[src/rtl/cfg_lock_pkg.sv]
package cfg_lock_pkg;
    // Progress through the key pattern
    typedef enum logic [1:0] {
        KS_IDLE = 2'd0,
        KS_ONE  = 2'd1,
        KS_ZERO = 2'd2
    } key_step_t;
endpackage

[src/rtl/cfg_lock_fsm.sv]
// Key pattern detector. Tracks the 1,0,1 key bit pattern across word writes
// and raises a sticky lock flag when the pattern completes with an unchanged
// mask. Assumes mask_same compares the incoming mask with the stored one.
module cfg_lock_fsm
    import cfg_lock_pkg::*;
(
    input  logic clk,
    input  logic rst_n,
    input  logic wr_en,
    input  logic wr_word,
    input  logic key_bit,
    input  logic mask_same,
    output logic locked
);
    key_step_t step_q, step_d;
    logic      lock_d;

    // Next step and lock decision for the current write
    always_comb begin
        step_d = step_q;
        lock_d = locked;
        if (wr_en && !locked) begin
            if (!wr_word) begin
                step_d = KS_IDLE;
            end else begin
                unique case (step_q)
                    KS_IDLE: step_d = key_bit ? KS_ONE : KS_IDLE;
                    KS_ONE: begin
                        if (!key_bit && mask_same) step_d = KS_ZERO;
                        else                       step_d = key_bit ? KS_ONE : KS_IDLE;
                    end
                    KS_ZERO: begin
                        if (key_bit && mask_same) begin
                            lock_d = 1'b1;
                            step_d = KS_IDLE;
                        end else begin
                            step_d = key_bit ? KS_ONE : KS_IDLE;
                        end
                    end
                    default: step_d = KS_IDLE;
                endcase
            end
        end
    end

    // Step and lock registers
    always_ff @(posedge clk) begin
        if (!rst_n) begin
            step_q <= KS_IDLE;
            locked <= 1'b0;
        end else begin
            step_q <= step_d;
            locked <= lock_d;
        end
    end
endmodule

[src/rtl/cfg_lock_mask.sv]
// Stored pin mask. Loads on word writes while unlocked and reports whether
// the incoming mask equals the stored one. Assumes locked comes from the FSM.
module cfg_lock_mask #(
    parameter int MASK_W = 16
) (
    input  logic              clk,
    input  logic              rst_n,
    input  logic              wr_en,
    input  logic              wr_word,
    input  logic              locked,
    input  logic [MASK_W-1:0] wr_mask,
    output logic [MASK_W-1:0] mask_q,
    output logic              mask_same
);
    // Compare incoming mask with stored value
    always_comb mask_same = (wr_mask == mask_q);

    // Mask register, writable only before the key engages
    always_ff @(posedge clk) begin
        if (!rst_n)                               mask_q <= '0;
        else if (wr_en && wr_word && !locked)     mask_q <= wr_mask;
    end
endmodule

[src/rtl/cfg_lock_keyseq.sv]
// Top of the lock key sequencer. Joins the mask register and the key
// pattern detector and forms the read data and frozen-pin mask.
// Assumes the bus strobes wr_en only for writes aimed at the lock register.
module cfg_lock_keyseq #(
    parameter int DATA_W = 32,
    parameter int MASK_W = 16
) (
    input  logic              clk,
    input  logic              rst_n,
    input  logic              wr_en,
    input  logic              wr_word,
    input  logic [DATA_W-1:0] wr_data,
    output logic [DATA_W-1:0] rd_data,
    output logic [MASK_W-1:0] frozen_mask
);
    localparam int KEY_POS = MASK_W;
    localparam int PAD_W   = DATA_W - MASK_W - 1;

    logic [MASK_W-1:0] mask_q;
    logic              mask_same;
    logic              locked;

    cfg_lock_mask #(.MASK_W(MASK_W)) u_mask (
        .clk       (clk),
        .rst_n     (rst_n),
        .wr_en     (wr_en),
        .wr_word   (wr_word),
        .locked    (locked),
        .wr_mask   (wr_data[MASK_W-1:0]),
        .mask_q    (mask_q),
        .mask_same (mask_same)
    );

    cfg_lock_fsm u_fsm (
        .clk       (clk),
        .rst_n     (rst_n),
        .wr_en     (wr_en),
        .wr_word   (wr_word),
        .key_bit   (wr_data[KEY_POS]),
        .mask_same (mask_same),
        .locked    (locked)
    );

    // Read data layout and freeze output
    always_comb begin
        rd_data     = {{PAD_W{1'b0}}, locked, mask_q};
        frozen_mask = locked ? mask_q : '0;
    end
endmodule

[config.mk]
export PLATFORM = sky130hd
export DESIGN_NAME = cfg_lock_keyseq
export DESIGN_NICKNAME = d
export VERILOG_FILES = /design/src/rtl/cfg_lock_pkg.sv /design/src/rtl/cfg_lock_fsm.sv /design/src/rtl/cfg_lock_mask.sv /design/src/rtl/cfg_lock_keyseq.sv
export SDC_FILE = /design/constraint.sdc
export NUM_CORES = 1
export LEC_CHECK = 0
export BUFFER_PORTS_ARGS = -buffer_cell sky130_fd_sc_hd__buf_4
export CORE_MARGIN = 2
export CORE_UTILIZATION = 40
export CTS_CLUSTER_DIAMETER = 30
export DETAILED_ROUTE_END_ITERATION = 8
export GPL_ROUTABILITY_DRIVEN = 0
export PLACE_DENSITY = 0.8
export SETUP_SLACK_MARGIN = 0.02
export SYNTH_ARGS = -nofsm -noshare
export SYNTH_HDL_FRONTEND = slang
export SYNTH_SLANG_ARGS = --single-unit
[constraint.sdc]
create_clock -name clk -period 1.4 [get_ports clk]
set_clock_uncertainty 0.05 [all_clocks]
set_input_delay 0.14 -clock clk [delete_from_list [all_inputs] [get_ports clk]]
set_output_delay 0.14 -clock clk [all_outputs]
set_load 0.02 [all_outputs]
== Word level (Yosys, flattened, before mapping) ==
Cells that the tools add are included.

* Bits in registers: 19
* Bits of input ports: 36
* Output and inout port bits: 48
* Word-level logic and storage cells: 21

* Eq/ne operators: 3
* Multiplexer cells: 6
* Reduce and logical (&&, ||, !) cells: 9

{| class="wikitable"
|+ Operator list
! cell !! count
|-
| 16-bit == test || 1
|-
| 16-bit 2-to-1 mux || 1
|-
| 2-bit 2-to-1 mux || 3
|-
| 2-bit case mux with 3 select lines || 1
|-
| 1-bit logical AND || 5
|-
| 4-bit AND reduction || 1
|-
| 2-bit by 1-bit == test with 1-bit output (second input constant) || 1
|-
| 2-bit == test (second input constant) || 1
|-
| 1-bit zero test || 2
|-
| 2-bit zero test || 1
|-
| 1-bit 2-to-1 mux || 1
|}

== Longest topological paths before layout ==
Gate-level depths: netlist of run 1.

* Depth in word-level cells: 5
* Mapped depth: 5
* Gate-level depth less buffers: 4

== Cells and area by module ==
From an unflattened synthesis of run 1, not the netlist that was laid out.

* Cells, all modules: 139
* Area total of the unflattened synthesis: 1,214.9 um^2

{| class="wikitable"
|+ Modules (own cells, without submodules)
! module !! times used !! cells each !! area an instance (um^2) !! seq. area each (um^2)
|-
| cfg_lock_mask || 1 || 91 || 829.5 || 320.3
|-
| cfg_lock_keyseq || 1 || 34 || 250.2 || 0.0
|-
| cfg_lock_fsm || 1 || 14 || 135.1 || 60.1
|}

== Least setup slack after synthesis of run 1 ==
Ideal clock, no wire load.

* Kind: register to register
* Start point: register u_mask.mask_q[3]
* End point: register u_fsm.locked
* Library setup time: 0.059 ns
* Data arrival time: 1.263 ns
* Required time: 1.291 ns
* Slack: 0.027 ns
* Stages on the path, launching flop included: 5
* Buffers on the path: 0
* Clock period less this slack: 1.373 ns
* Cells stage by stage: dfxtp_1 > xnor2_1 > nand4_1 > nor4_4 > a32o_2

* Cells in the longest elaborated chain, start to end: 3

{| class="wikitable"
|+ RTL lines
! element !! RTL line !! RTL
|-
| start: declaration || cfg_lock_mask.sv:12 || <nowiki>output logic [MASK_W-1:0] mask_q,</nowiki>
|-
| start signal: assignment || cfg_lock_mask.sv:21 || <nowiki>else if (wr_en && wr_word && !locked) mask_q <= wr_mask;</nowiki>
|-
| 16-bit == test || cfg_lock_mask.sv:16 || <nowiki>always_comb mask_same = (wr_mask == mask_q);</nowiki>
|-
| 1-bit logical AND || cfg_lock_fsm.sv:33 || <nowiki>if (key_bit && mask_same) begin</nowiki>
|-
| 4-bit AND reduction (no line) || - ||
|-
| end signal: assignment || cfg_lock_fsm.sv:53 || <nowiki>locked <= lock_d;</nowiki>
|-
| end: declaration || cfg_lock_fsm.sv:13 || <nowiki>output logic locked</nowiki>
|}

Every way passes these cells.
A chain may end at the register's enable or synchronous reset.

== Final worst setup path of run 1 ==
* Start point: register u_mask.mask_q[2]
* End point: register u_fsm.locked

Same word-level chain as after synthesis.

==> results.toml, run 1 <==
[detailed_routing]
drt_pass1_iterations = 4
drt-wirelength-per-cell_um = 11.0
drt-total-wl_mm = 2.51
drc = 0
via_per_inst = 4.67
num_vias = 1069
ant_nets = 0
drt_first_iter_violations = 23

[cells_and_area]
multi_input_comb_area_um2 = 667
seq_area_um2 = 395
final_util_pct = 58.7
layout-drive-gt1-share_pct = 40.9
synthToLayoutAreaGrowth_pct = 41.1
final.fill_count = 267
insertedDiodeCount = 0
nets = 235

[setup_path]
end_kind = "register"
r2r_cells = 4
crit_path_max_fanout = 3
rr_startpoint = "u_mask.mask_q[2]"
worst-setup-path-type = "register to register"
setup.reg_to_reg.worst_slack_ns = 0.04
startpoint_type = "register"
critical_path_rt_ns = 1.60
destination_of_the_worst_register_to_register_timing_path = "u_fsm.locked"
arrival_ns = 1.56

[sta]
fraction_of_the_cycle_the_final_worst_path_needs_pct = 97.2
grt_setup_unrepaired = "true"
clock.fmax_mhz = 735
final_report_hold_violation_count = 0
final-setup-viol-count = 0
finalCriticalPeriod_ns = 1.36
slew_viol_final = 0

[power]
clock_power_share_pct = 25.0
p_comb_share_pct = 24.4
p_total_w = 0.00116
netSwitchingPower_w = 0.000358
leakagePower_nw = 0.735
max-vdd-ir-drop_uv = 724
power.sequential.fraction_pct = 50.6
power-per-cell-area_nw_per_um2 = 727
internal_power_w = 0.000798
power.share.switching_pct = 31.0

[clocking]
clk_path_buf_depth = 2
tritoncts = "yes"
clock_latency_ns = 0.31
clock_tree.htree_level_count = 1
clkTransAtPathRegs_ns = 0.12
number_of_buffers_inserted_by_post_cts_setup_repair = 0
tritoncts.num_buffers = 3
clockRootBuffer = "clkbuf_4"
clock_sink_count = 19
post_cts_hold_buffer_count = 0

[yosys]
yosysSeqAreaShare_pct = 33.7
synth_top_area_cell = "dfxtp_1"
post_synth_top_area_share_pct = 33.7
syn-cell-area_um2 = 1130
register_bit_total_from_synthesis = 19
postSynthCellCount = 141
yosys.cell_types.count = 24
synth-warning-count = 0
average_size_of_a_mapped_cell_um2 = 8.00
netlist_top_cells_area = "dfxtp_1 (34%), xnor2_1 (12%), buf_4 (12%)"

[global_route]
first_global_vias = 942
initial_antenna_violation_count = 0
maximum_number_of_pins_on_one_net_before_global_route_repair = 22
grt_pass1_wl_mm = 3.94
grt_overflow = 0
gr-usage-all-layers_pct = 15.2

[die]
core.rowCount = 19
dieWidth_um = 57.1
fp.coreArea_um2 = 2710
die_height_um = 57.1
ioPinCount = 84
design.die.area_um2 = 3260
start_util_pct = 41.6

[place]
place_hpwl_mm = 1.87
port_buffers = 53

[run_status]
outcome = "complete, no violations"

[min_path]
hold_path.class = "input port to register"
min_to = "u_mask.mask_q[3]"
hold_path_depth = 3
beginning_of_the_worst_hold_path = "wr_data[3]"

[flow_run]
max_cap_violations = 0
## cells in the final DEF (no fill, tap or decap), drive strengths merged
cell type | netlist | final
clkinv | 1 | 2
nor4 | 1 | 1
a21oi | 17 | 17
xnor2 | 16 | 16
nand2b | 1 | 1
nand4b | 1 | 1
nor3b | 1 | 1
clkbuf | 2 | 3
conb | 1 | 15
and3b | 1 | 1
nand3b | 1 | 1
buf | 20 | 61
a32o | 2 | 2
nand2 | 34 | 34
dfxtp | 19 | 19
nor3 | 1 | 1
nor4b | 1 | 1
o22ai | 1 | 1
and2 | 16 | 16
nand4 | 4 | 4
## sequential cells by signal, summed over array words and instances, names as in the netlist
name	count
u_fsm.locked	1
u_fsm.step_q	2
u_mask.mask_q	16
## power by group through the flow
| stage | Combinational [W] | Sequential (W) | Clock [W] |
|---|---|---|---|
| floorplan | 0.000165 | 0.000622 | 0 |
| global placement | 0.000273 | 0.000596 | 0 |
| detailed placement | 0.000275 | 0.000598 | 0 |
| CTS | 0.000276 | 0.000583 | 0.000289 |
| global route | 0.000306 | 0.000590 | 0.000309 |
| finish | 0.000282 | 0.000585 | 0.000289 |
## kinds of logic after synthesis
| group | synth area share [%] |
|---|---|
| buffers and inverters | 13.9 |
| AO/OA/AOI/OAI | 9.99 |
| AND/OR/NAND/NOR | 29.6 |
| XOR/XNOR | 12.4 |
| other | 0.333 |
| flip-flops | 33.7 |
## critical path: stages (launching register included)
cell and delay (ns):
dfxtp_1 0.34, xnor2_1 0.15, nand4_1 0.17, nor4_4 0.37, a32o_2 0.21
## metrics by stage
step / cells / hold WS [ns] / TNS (ns) / setup slack (ns) / instance area (um2)
after global routing: 229 / 0.0163 / -0.00573 / -0.00573 / 1590
final: 229 / 0.0184 / 0 / 0.0398 / 1590
after global placement: 226 / 0.340 / 0 / 0.0659 / 1530
after detailed placement: 226 / 0.342 / 0 / 0.0638 / 1530
after CTS: 229 / 0.0242 / 0 / 0.0288 / 1560
after floorplan: 155 / 0.211 / 0 / 0.0273 / 1180
## synthesized netlist by cell type, drive strengths merged
cell / instances
nor3b: 1
nand2b: 1
nand4: 4
clkbuf: 2
dfxtp: 19
o22ai: 1
nor4: 1
and2: 16
conb: 1
a32o: 2
nor3: 1
nor4b: 1
buf: 20
a21oi: 17
clkinv: 1
nand4b: 1
xnor2: 16
nand3b: 1
and3b: 1
nand2: 34
## worst max-delay path by stage
stage                                 start               to  slack (ns)
after floorplan            u_mask.mask_q[3]     u_fsm.locked        0.03
after detailed placement  u_mask.mask_q[15]  u_fsm.step_q[0]        0.06
after global routing       u_mask.mask_q[2]     u_fsm.locked      -0.006
after CTS                 u_mask.mask_q[15]     u_fsm.locked        0.03
final                      u_mask.mask_q[2]     u_fsm.locked        0.04
after global placement     u_mask.mask_q[7]     u_fsm.locked        0.07
## layout make-up
class | count | share of cell area [%]
sequential | 19 | 24.9
timing repair buffer | 61 | 28.8
inverter | 1 | 0.236
clock buffer | 3 | 1.42
tap | 31 | 2.44
clock inverter | 1 | 0.315
multi-input combinational | 113 | 41.9
## timing repair
action,4_1_cts,5_1_grt
gates resized for setup,2,12
endpoints found under the setup margin,14,3
pin swaps,0,7
## routing by layer
| metal | routed length [um] | vias to the layer above | global-route usage (%) |
|---|---|---|---|
| li1 | - | 546 | - |
| met5 | 0 | - | 0 |
| met3 | 187 | 2 | 4.99 |
| met1 | 1000 | 479 | 17.0 |
| met4 | 19 | 0 | 3.65 |
| met2 | 1300 | 42 | 27.8 |
Power figures use the tool's default switching activity.
==> inputs of run 2 (changes only) <==
Settings changed: CORE_UTILIZATION 40 to 36, PLACE_DENSITY 0.8 to 0.76.
Clock period 1.4 ns to 1.1 ns, I/O delays scaled along.
==> run 2 against run 1 <==
Against the previous run: the run now ends with negative setup slack left; sequential cell count unchanged; die area increased by 10%; sequential share of layout area decreased by 7.3 points; largest power group unchanged.
==> results.toml, run 2 (same netlist as run 1, synthesis figures left out) <==
[run_status]
outcome = "finished with violations"
failed_checks = "negative setup slack"

[min_path]
hold_path.class = "input port to register"
hold_path_depth = 2
beginning_of_the_worst_hold_path = "rst_n"
min_to = "u_fsm.step_q[1]"

[power]
power.sequential.fraction_pct = 43.4
clock_power_share_pct = 22.2
leakagePower_nw = 1.05
p_comb_share_pct = 34.3
power-per-cell-area_nw_per_um2 = 714
internal_power_w = 0.00115
max-vdd-ir-drop_uv = 720
netSwitchingPower_w = 0.000556
power.share.switching_pct = 32.6

[sta]
fin_ws_ns = -0.321
fin_hold_ws_ns = 0.0261
finalCriticalPeriod_ns = 1.42
slew_viol_final = 0
grt_setup_unrepaired = "true"
tightest_slew_ns = 0.703
tns_ns = -7.05
final_report_hold_violation_count = 0
maxSlewHeadroom_pct = 52.9
fraction_of_the_cycle_the_final_worst_path_needs_pct = 129
clock.fmax_mhz = 704
final-setup-viol-count = 40

[cells_and_area]
insertedDiodeCount = 0
synthToLayoutAreaGrowth_pct = 112
nets = 272
layout.cell_area.non_filler_um2 = 2390
largest_register_ffs = 16
multi_input_comb_area_um2 = 881
top_regs = "u_mask.mask_q (16), u_fsm.step_q (2), u_fsm.locked (1)"
final_util_pct = 78.8
layout.cells.most_common = "buf_6"
final_cells = 279
final.fill_count = 183
top_register = "u_mask.mask_q"
final_cell_mix = "buf_6 (52), buf_4 (28), nand2_1 (18)"
seq_area_um2 = 419
layout-drive-gt1-share_pct = 69.4

[setup_path]
worst-setup-path-type = "register to register"
critPathBufInv = 0
setup.reg_to_reg.worst_slack_ns = -0.32
startpoint_type = "register"
destination_of_the_worst_register_to_register_timing_path = "u_fsm.locked"
worstPathCellList = "xnor2_2 -> nand4_1 -> nor4_4 -> a32o_2"
rr_startpoint = "u_mask.mask_q[4]"
critPathSlowestCell = "dfxtp_4"
critical_path_rt_ns = 1.32
critPathMaxStageDelay_ns = 0.37
arrival_ns = 1.64
r2r_cells = 4
end_kind = "register"
crit_path_max_fanout = 3
cpLargestDelayFamily = "simple AND/OR/NAND/NOR gates"

[global_route]
initial_antenna_violation_count = 0
gr-usage-all-layers_pct = 21.1
grt_busiest_layer = "met2"
grt.met2_usage_pct = 38.7
grt_util_met1_pct = 24.0
grt_pass1_wl_mm = 5.62
first_global_vias = 1226
globalRouteMet3Util_pct = 4.33
grt_overflow = 0
maximum_number_of_pins_on_one_net_before_global_route_repair = 18

[detailed_routing]
num_vias = 1299
ant_nets = 0
drt-total-wl_mm = 4.18
drt-wirelength-per-cell_um = 15.0
drc = 0
via_per_inst = 4.66
drt_first_iter_violations = 32
drt_pass1_iterations = 4

[die]
die_height_um = 60.0
ioPinCount = 84
dieWidth_um = 60.0
core.rowCount = 20
start_util_pct = 37.2
fp.coreArea_um2 = 3030
design.die.area_um2 = 3600

[place]
place_hpwl_mm = 2.16
port_buffers = 53
placed_cells = 251
dpl-instance-area_um2 = 1680

[clocking]
tritoncts = "yes"
clock_latency_ns = 0.32
clkTransAtPathRegs_ns = 0.12
tritoncts.num_buffers = 3
clockRootBuffer = "clkbuf_4"
clk_path_buf_depth = 2
clock_sink_count = 19
clock_tree.htree_level_count = 1

[flow_run]
max_cap_violations = 0
[run 2: through the flow]
stage	total power, W	setup WS [ns]
after floorplan	0.00100	-0.149
after global placement	0.00114	-0.165
after detailed placement	0.00114	-0.214
after CTS	0.00161	-0.220
after global routing	0.00180	-0.392
final	0.00170	-0.321
[run 2: power groups by stage]
stage | combinational, W | sequential (W) | clock, W
after floorplan | 0.000213 | 0.000789 | 0
after global placement | 0.000389 | 0.000747 | 0
after detailed placement | 0.000393 | 0.000749 | 0
after CTS | 0.000481 | 0.000735 | 0.000390
after global routing | 0.000624 | 0.000744 | 0.000429
final | 0.000586 | 0.000740 | 0.000379
[run 2: repair_timing]
item,CTS,global route
gates cloned,1,1
setup endpoints to repair,52,52
hold buffers,16,0
pin swaps,18,38
endpoints found under the hold margin,16,0
buffers inserted,1,5
gates resized for setup,67,55
[run 2: metal layers]
| layer | share of wire, % | up-vias |
|---|---|---|
| li1 | - | 622 |
| met1 | 37 | 615 |
| met2 | 56 | 50 |
| met3 | 4.3 | 12 |
| met4 | 2.9 | 0 |
| met5 | 0 | - |
[run 2: cell type report]
class | count | area share (%)
multi-input combinational | 113 | 36.9
clock buffer | 3 | 0.943
sequential | 19 | 17.6
inverter | 1 | 0.157
tap | 44 | 2.31
timing repair buffer | 98 | 41.8
clock inverter | 1 | 0.314
[run 2: worst max path at each step]
stage,endpoint,slack (ns),start,depth (start not counted)
2_1_floorplan,u_fsm.locked,-0.15,u_mask.mask_q[5],4
3_3_place_gp,u_fsm.step_q[0],-0.16,u_mask.mask_q[8],4
3_5_place_dp,u_fsm.step_q[0],-0.21,u_mask.mask_q[12],4
4_1_cts,frozen_mask[12],-0.22,u_fsm.locked,3
5_1_grt,u_fsm.step_q[0],-0.39,u_mask.mask_q[4],4
6_report,u_fsm.locked,-0.32,u_mask.mask_q[4],4
[run 2: worst reg2reg max path, delay by kind of cell (launching register included)]
kind	cells	cell delay [ns]
and+or+nand+nor	2	0.55
xor gates and xnor gates	1	0.18
AOI/OAI and AO/OA	1	0.22
DFF	1	0.37
